==> src/rtl/sdram_ref_pkg.sv <==
package sdram_ref_pkg;

    typedef enum logic [3:0] {
        ST_IDLE,
        ST_AR_REQ,
        ST_AR_TRP,
        ST_AR_CMD,
        ST_AR_TRC,
        ST_SR_REQ,
        ST_SR_TRP,
        ST_SR_CMD,
        ST_SR_HOLD,
        ST_SR_XSR,
        ST_DONE
    } seq_state_e;

    typedef struct packed {
        logic cs_n;
        logic ras_n;
        logic cas_n;
        logic we_n;
        logic cke;
    } sdr_cmd_t;

    localparam sdr_cmd_t CMD_DESEL    = '{cs_n: 1'b1, ras_n: 1'b1, cas_n: 1'b1, we_n: 1'b1, cke: 1'b1};
    localparam sdr_cmd_t CMD_NOP      = '{cs_n: 1'b0, ras_n: 1'b1, cas_n: 1'b1, we_n: 1'b1, cke: 1'b1};
    localparam sdr_cmd_t CMD_AUTO_REF = '{cs_n: 1'b0, ras_n: 1'b0, cas_n: 1'b0, we_n: 1'b1, cke: 1'b1};
    localparam sdr_cmd_t CMD_SELF_REF = '{cs_n: 1'b0, ras_n: 1'b0, cas_n: 1'b0, we_n: 1'b1, cke: 1'b0};
    localparam sdr_cmd_t CMD_SR_KEEP  = '{cs_n: 1'b1, ras_n: 1'b1, cas_n: 1'b1, we_n: 1'b1, cke: 1'b0};

    function automatic int unsigned max3(int unsigned a, int unsigned b, int unsigned c);
        int unsigned m;
        m = (a > b) ? a : b;
        return (m > c) ? m : c;
    endfunction

    function automatic sdr_cmd_t state_cmd(seq_state_e s);
        case (s)
            ST_AR_TRP, ST_AR_TRC,
            ST_SR_TRP, ST_SR_XSR: return CMD_NOP;
            ST_AR_CMD:            return CMD_AUTO_REF;
            ST_SR_CMD:            return CMD_SELF_REF;
            ST_SR_HOLD:           return CMD_SR_KEEP;
            default:              return CMD_DESEL;
        endcase
    endfunction

    function automatic logic state_owns_bus(seq_state_e s);
        case (s)
            ST_AR_TRP, ST_AR_CMD, ST_AR_TRC,
            ST_SR_TRP, ST_SR_CMD, ST_SR_HOLD, ST_SR_XSR: return 1'b1;
            default:                                     return 1'b0;
        endcase
    endfunction

    function automatic logic state_in_self_ref(seq_state_e s);
        return (s == ST_SR_CMD) || (s == ST_SR_HOLD) || (s == ST_SR_XSR);
    endfunction

endpackage

==> src/rtl/ref_interval_timer.sv <==
module ref_interval_timer #(
    parameter int unsigned REFI_CYC = 2200
) (
    input  logic clk,
    input  logic rst,
    input  logic hold_clear,
    output logic tick
);
    localparam int unsigned TW = (REFI_CYC > 1) ? $clog2(REFI_CYC) : 1;
    localparam logic [TW-1:0] LAST = TW'(REFI_CYC - 1);

    logic [TW-1:0] cnt_q;

    assign tick = !hold_clear && (cnt_q == LAST);

    always_ff @(posedge clk) begin
        if (rst || hold_clear) begin
            cnt_q <= '0;
        end else if (cnt_q == LAST) begin
            cnt_q <= '0;
        end else begin
            cnt_q <= cnt_q + 1'b1;
        end
    end

    a_r2_tick_spacing: assert property (@(posedge clk) disable iff (rst)
        tick |=> !tick);

endmodule

==> src/rtl/ref_pend_ctr.sv <==
module ref_pend_ctr #(
    parameter int unsigned MAX_PEND = 8
) (
    input  logic clk,
    input  logic rst,
    input  logic clr,
    input  logic inc,
    input  logic dec,
    output logic any,
    output logic full
);
    localparam int unsigned PW = $clog2(MAX_PEND + 1);
    localparam logic [PW-1:0] TOP = PW'(MAX_PEND);

    logic [PW-1:0] cnt_q;

    assign any  = (cnt_q != '0);
    assign full = (cnt_q == TOP);

    always_ff @(posedge clk) begin
        if (rst || clr) begin
            cnt_q <= '0;
        end else if (inc && !dec && !full) begin
            cnt_q <= cnt_q + 1'b1;
        end else if (dec && !inc && any) begin
            cnt_q <= cnt_q - 1'b1;
        end
    end

    a_r2_sat_holds: assert property (@(posedge clk) disable iff (rst)
        (full && !dec && !clr) |=> full);

    a_r10_clear_empties: assert property (@(posedge clk) disable iff (rst)
        clr |=> !any);

endmodule

==> src/rtl/ref_wait_ctr.sv <==
module ref_wait_ctr #(
    parameter int unsigned WW = 4
) (
    input  logic          clk,
    input  logic          rst,
    input  logic          load,
    input  logic [WW-1:0] load_val,
    output logic          zero
);
    logic [WW-1:0] cnt_q;

    assign zero = (cnt_q == '0);

    always_ff @(posedge clk) begin
        if (rst) begin
            cnt_q <= '0;
        end else if (load) begin
            cnt_q <= load_val;
        end else if (!zero) begin
            cnt_q <= cnt_q - 1'b1;
        end
    end

    a_r4_counts_down: assert property (@(posedge clk) disable iff (rst)
        (!load && !zero) |=> (cnt_q == $past(cnt_q) - 1'b1));

endmodule

==> src/rtl/sdram_refresh_seq.sv <==
module sdram_refresh_seq
    import sdram_ref_pkg::*;
#(
    parameter int unsigned REFI_CYC = 2200,
    parameter int unsigned TRP_CYC  = 3,
    parameter int unsigned TRC_CYC  = 9,
    parameter int unsigned XSR_CYC  = 10,
    parameter int unsigned MAX_PEND = 8
) (
    input  logic clk,
    input  logic rst,
    input  logic ref_grant,
    input  logic sr_enter,
    input  logic sr_exit,
    output logic ref_req,
    output logic ref_done,
    output logic ref_urgent,
    output logic bus_own,
    output logic cmd_cs_n,
    output logic cmd_ras_n,
    output logic cmd_cas_n,
    output logic cmd_we_n,
    output logic cmd_cke
);
    localparam int unsigned WMAX = max3(TRP_CYC, TRC_CYC, XSR_CYC);
    localparam int unsigned WW   = $clog2(WMAX + 1);
    localparam logic [WW-1:0] LD_TRP = WW'(TRP_CYC - 1);
    localparam logic [WW-1:0] LD_TRC = WW'(TRC_CYC - 2);
    localparam logic [WW-1:0] LD_XSR = WW'(XSR_CYC - 1);

    seq_state_e    state_q, state_d;
    logic          tick, pend_any, pend_full;
    logic          wait_zero, wait_load;
    logic [WW-1:0] wait_val;
    sdr_cmd_t      cmd;

    ref_interval_timer #(.REFI_CYC(REFI_CYC)) u_timer (
        .clk        (clk),
        .rst        (rst),
        .hold_clear (state_in_self_ref(state_q)),
        .tick       (tick)
    );

    ref_pend_ctr #(.MAX_PEND(MAX_PEND)) u_pend (
        .clk  (clk),
        .rst  (rst),
        .clr  (state_q == ST_SR_CMD),
        .inc  (tick),
        .dec  (state_q == ST_AR_CMD),
        .any  (pend_any),
        .full (pend_full)
    );

    ref_wait_ctr #(.WW(WW)) u_wait (
        .clk      (clk),
        .rst      (rst),
        .load     (wait_load),
        .load_val (wait_val),
        .zero     (wait_zero)
    );

    always_comb begin
        state_d   = state_q;
        wait_load = 1'b0;
        wait_val  = '0;
        case (state_q)
            ST_IDLE: begin
                if (pend_full)     state_d = ST_AR_REQ;
                else if (sr_enter) state_d = ST_SR_REQ;
                else if (pend_any) state_d = ST_AR_REQ;
            end
            ST_AR_REQ: if (ref_grant) begin
                state_d = ST_AR_TRP; wait_load = 1'b1; wait_val = LD_TRP;
            end
            ST_AR_TRP: if (wait_zero) state_d = ST_AR_CMD;
            ST_AR_CMD: begin
                state_d = ST_AR_TRC; wait_load = 1'b1; wait_val = LD_TRC;
            end
            ST_AR_TRC: if (wait_zero) state_d = ST_DONE;
            ST_SR_REQ: if (ref_grant) begin
                state_d = ST_SR_TRP; wait_load = 1'b1; wait_val = LD_TRP;
            end
            ST_SR_TRP: if (wait_zero) state_d = ST_SR_CMD;
            ST_SR_CMD: state_d = ST_SR_HOLD;
            ST_SR_HOLD: if (sr_exit) begin
                state_d = ST_SR_XSR; wait_load = 1'b1; wait_val = LD_XSR;
            end
            ST_SR_XSR: if (wait_zero) state_d = ST_DONE;
            ST_DONE:   state_d = ST_IDLE;
            default:   state_d = ST_IDLE;
        endcase
    end

    always_ff @(posedge clk) begin
        if (rst) state_q <= ST_IDLE;
        else     state_q <= state_d;
    end

    assign cmd        = state_cmd(state_q);
    assign cmd_cs_n   = cmd.cs_n;
    assign cmd_ras_n  = cmd.ras_n;
    assign cmd_cas_n  = cmd.cas_n;
    assign cmd_we_n   = cmd.we_n;
    assign cmd_cke    = cmd.cke;
    assign bus_own    = state_owns_bus(state_q);
    assign ref_req    = (state_q == ST_AR_REQ) || (state_q == ST_SR_REQ);
    assign ref_done   = (state_q == ST_DONE);
    assign ref_urgent = pend_full;

    // refresh only with the clock enable already high
    a_r3_cke_before_ar: assert property (@(posedge clk) disable iff (rst)
        (!cmd_cs_n && !cmd_ras_n && !cmd_cas_n && cmd_we_n && cmd_cke) |-> $past(cmd_cke));

    a_r8_cke_held_low: assert property (@(posedge clk) disable iff (rst)
        (state_q == ST_SR_HOLD && !sr_exit) |=> !cmd_cke);

    a_r6_req_until_grant: assert property (@(posedge clk) disable iff (rst)
        (ref_req && !ref_grant) |=> ref_req);

    a_r5_done_single: assert property (@(posedge clk) disable iff (rst)
        ref_done |=> !ref_done);

    a_r4_wait_before_cmd: assert property (@(posedge clk) disable iff (rst)
        $rose(bus_own) |-> (!cmd_cs_n && cmd_ras_n && cmd_cas_n && cmd_we_n && cmd_cke));

endmodule

==> config.mk <==
export PLATFORM = sky130hd
export DESIGN_NAME = sdram_refresh_seq
export DESIGN_NICKNAME = d
export VERILOG_FILES = /design/src/rtl/sdram_ref_pkg.sv /design/src/rtl/ref_interval_timer.sv /design/src/rtl/ref_pend_ctr.sv /design/src/rtl/ref_wait_ctr.sv /design/src/rtl/sdram_refresh_seq.sv
export SDC_FILE = /design/constraint.sdc
export NUM_CORES = 1
export LEC_CHECK = 0
export CAP_MARGIN = 20
export CELL_PAD_IN_SITES_DETAIL_PLACEMENT = 0
export CELL_PAD_IN_SITES_GLOBAL_PLACEMENT = 1
export CORE_MARGIN = 2
export CORE_UTILIZATION = 39
export DETAILED_ROUTE_END_ITERATION = 8
export GPL_TIMING_DRIVEN = 0
export PLACE_DENSITY_LB_ADDON = 0.1
export SLEW_MARGIN = 25
export SYNTH_ARGS = -nofsm -noshare
export SYNTH_HDL_FRONTEND = slang
export SYNTH_HIERARCHICAL = 1
export SYNTH_SLANG_ARGS = --single-unit
==> constraint.sdc <==
create_clock -name clk -period 2.6 [get_ports clk]
set_input_delay 0.52 -clock clk [delete_from_list [all_inputs] [get_ports clk]]
set_output_delay 0.52 -clock clk [all_outputs]
set_load 0.01 [all_outputs]
==> metrics.md <==
| Metric | Value |
|---|---|
| Met1 Usage GRT | 0.211 |
| Average size of a mapped cell | 8.49 sq um |
| CP Launch Type | register |
| Transition time of the tightest slew-check pin | 705 ps |
| Reg-to-reg endpoint | u_pend/cnt_q[3] |
| Min cycle time layout | around 2500 ps |
| P_sw | 529 uW |
| Unrepaired setup endpoints after global routing | false |
| Required time of the critical path | 2800 ps |
| Syn Nets | 189 |
| Initial Utilization | 0.409 |
| Clk_lat worst skew | 270 ps |
| Slew Limit Fails | 0 |
| Via density | 5.51 |
| IO Count | 14 |
| ANT nets after route | 0 |
| Reg2Reg Depth | 11 |
| Post-CTS Hold Buffers | 0 |
| # Max-Cap Violations | 0 |
| Worst path slowest cell | dfxtp_4 |
| Worst-path clk slew | 90 ps |
| Depth of the worst hold-timing path | 1 |
| Setup-failing EPs final | 0 |
| Post-synth EDFFs | 0 |
| Gpl congestion | 0.822 |
| Vias in the first global route | 1304 |
| Critical path data arrival time | 2660 ps |
| Netlist Area Pre-Place | approximately 1500 sq um |
| Sequential share of power | 0.328 |
| Post-Route Skew | 4.75 ps |
| #FFs+latches synth | 24 |
| Vias | between 1000 and 1500 |
| Combinational share of power | 0.444 |
| Hold_ws | between 400 and 500 ps |
| Distinct cells, synth | between 50 and 60 |
| Max Fanout on Critical Path | 5 |
| Die height | 66.4 um |
| Setup WS post-layout | about 140 ps |
| First-pass GRT wire length | 5830 um |
| Row cnt | 22 |
| Post-DP HPWL | 2450 um |
| Clock share of power | 0.228 |
| Number of diodes | 0 |
| Drt drc | 0 |
| Cell taking the most area after synthesis | dfxtp_1 |
| Status | finished, final reports clean |
| Pre-antenna DRT Iters | 4 |
| I/O Buffers | 12 |
| LEAKAGE | between 0.6 and 0.7 nW |
| Die ar. | 4410 sq um |
| Switching Fraction | 0.360 |
| Drt initial violations | ~110 |
| Top cells by area, synth | dfxtp_1, nor2_1, a21oi_1 |
| Initial antenna violation count | 0 |
| Non-filler cells, final | around 250 |
| Hold Crit Start | u_timer/cnt_q[0] |
| GRT overflow | 0 |
| Dominant register cell in the synthesized netlist | dfxtp_1 |
| Largest net degree at the start of global routing | 16 |
| Synth Instances | 179 |
| Pwr Total | 1.47 mW |
| H-tree level count | 1 |
| Share of Yosys cell area claimed by the top area cell type | 0.316 |
| CP Cell Sequence | ha_4, and3_1, nand3_1, nor2_4, nand2b_1, or2_4, ha_1, a21o_2, a21oi_2, mux4_2, nor3_2 |
| Maximum VDD drop | 324 uV |
| Final Cell Area | about 1900 sq um |
| Period utilization | 0.948 |
| Setup WS pre-CTS | -306 ps |
| Cell Area, Placed | 1700 sq um |
| Final WL | 3400 um |
| Seq/Total Area, Yosys | 0.316 |
| Total global-route track usage | 0.173 |
| Area Overhead vs Synth | 23.6% |
| Slew margin rel. | 0.529 |
| Min-delay worst type | reg2reg |
| Worst r2r src | u_timer/cnt_q[0] |
| Placeable Area | 3720 sq um |
| TritonCTS clock tree | yes |
| Grt met3 use | 0.0375 |
| Share of layout cells above drive strength 1 | 0.244 |
| Die Width | ~66 um |
| Internal power | around 940 uW |
| Maximum clock insertion buffer count | 2 |
| Global route hottest layer | met2 |
| Root buffer cell | clkbuf_8 |
| Fillers | 345 |
| Cell Pwr Density | 784 nW/um^2 |
| Clock Sinks | 24 |
| Placed cells | 239 |
| Commonest cells after routing, fill and taps aside | nor2_1, dfxtp_1, nand2_1 |
| CP Class | reg2reg |
| Critical Path Max Stage Delay | 380 ps |
| Fmax | 406 MHz |
| Fin nets | 208 |
| Final Hold Viols | 0 |
| Synthesis warning total | 6 |
| Num CTS Buffers | 3 |
| Reg2reg setup slack | 140 ps |
| WL/cell | 13.9 um |
| GR Util met2 | 0.301 |
| Hold path endpoint | u_timer/cnt_q[0] |
| Async SR Flop Fraction | 0 |
| Crit. End Element | register |
[through the flow]
stage,utilization,setup TNS (ps)
6_report,0.505,0
5_1_grt,0.505,0
4_1_cts,0.495,0
3_5_place_dp,0.457,-392
3_3_place_gp,0.457,-319
2_1_floorplan,-,0
[cell families after synthesis]
family | share of synthesized area
buffers and inverters | 0.0494
other | 0.00247
AND/OR/NAND/NOR | 0.312
multiplexers | 0.0288
AO/OA/AOI/OAI | 0.193
XOR/XNOR | 0.0519
flip-flops | 0.316
adder cells (fa/ha/maj) | 0.0461
[worst max path at each step]
stage,from,end
floorplan,state_q[3],u_pend/cnt_q[3]
global placement,u_timer/cnt_q[4],u_pend/cnt_q[3]
detailed placement,u_timer/cnt_q[4],u_pend/cnt_q[3]
CTS,u_timer/cnt_q[5],u_pend/cnt_q[3]
global route,u_timer/cnt_q[0],u_pend/cnt_q[3]
finish,u_timer/cnt_q[0],u_pend/cnt_q[3]
[synth_stat cells (2+ instances only)]
library cell  number
o21ai_0            9
or3_2              2
ha_1               4
o31ai_1            3
dfxtp_1           24
xor2_1             2
nor3_2             2
or3_1              3
buf_2              3
or2_2              2
a21oi_1           13
nand3_1            6
nor3_1             4
nor4b_1            2
o22ai_1            4
inv_1              7
a31oi_1            2
nor2_1            19
xnor2_1            7
nand2b_1           5
a21oi_2            2
or4_1              4
buf_4              3
nor2b_1            4
nand2_1           13
[power by group through the flow]
stage / sequential, mW / clock (mW) / combinational [mW]
6_report: 0.483 / 0.336 / 0.653
4_1_cts: 0.481 / 0.343 / 0.642
2_1_floorplan: 0.469 / 0 / 0.463
5_1_grt: 0.491 / 0.360 / 0.718
3_3_place_gp: 0.478 / 0 / 0.619
3_5_place_dp: 0.480 / 0 / 0.627
[what timing repair did]
action / CTS / global route
pin swaps: 4 / 0
setup buffers: 2 / 0
gates resized for setup: 15 / 8
endpoints found under the setup margin: 3 / 2
[cell type report]
class	count	area [sq um]	share of cell area
plain buffers	7	51.3	0.0273
inverters	7	26.3	0.0140
clock inverters	1	30.0	0.0160
repair buffers	14	135	0.0720
flip-flops and latches	24	492	0.262
multi-input cells	141	1040	0.555
well taps	48	60.1	0.0320
clock buffers	3	41.3	0.0220
[routing by layer]
metal / vias up / part of all wire
li1: 682 / -
met1: 648 / 0.46
met2: 18 / 0.50
met3: 2 / 0.035
met4: 0 / 0.0065
met5: - / 0
[critical path: cells and delay by family, from the launching register on]
| kind | cells | cell delay, ps |
|---|---|---|
| simple gates | 6 | 900 |
| fa+ha+maj | 2 | 440 |
| flops | 1 | 380 |
| compound gates | 2 | 360 |
| mux | 1 | 320 |
[flip-flops by register name, indices dropped and copies added (netlist names)]
signal	flops
u_wait/cnt_q	4
u_pend/cnt_q	4
state_q	4
u_timer/cnt_q	12
No activity file was read; power rests on OpenSTA's default activity.
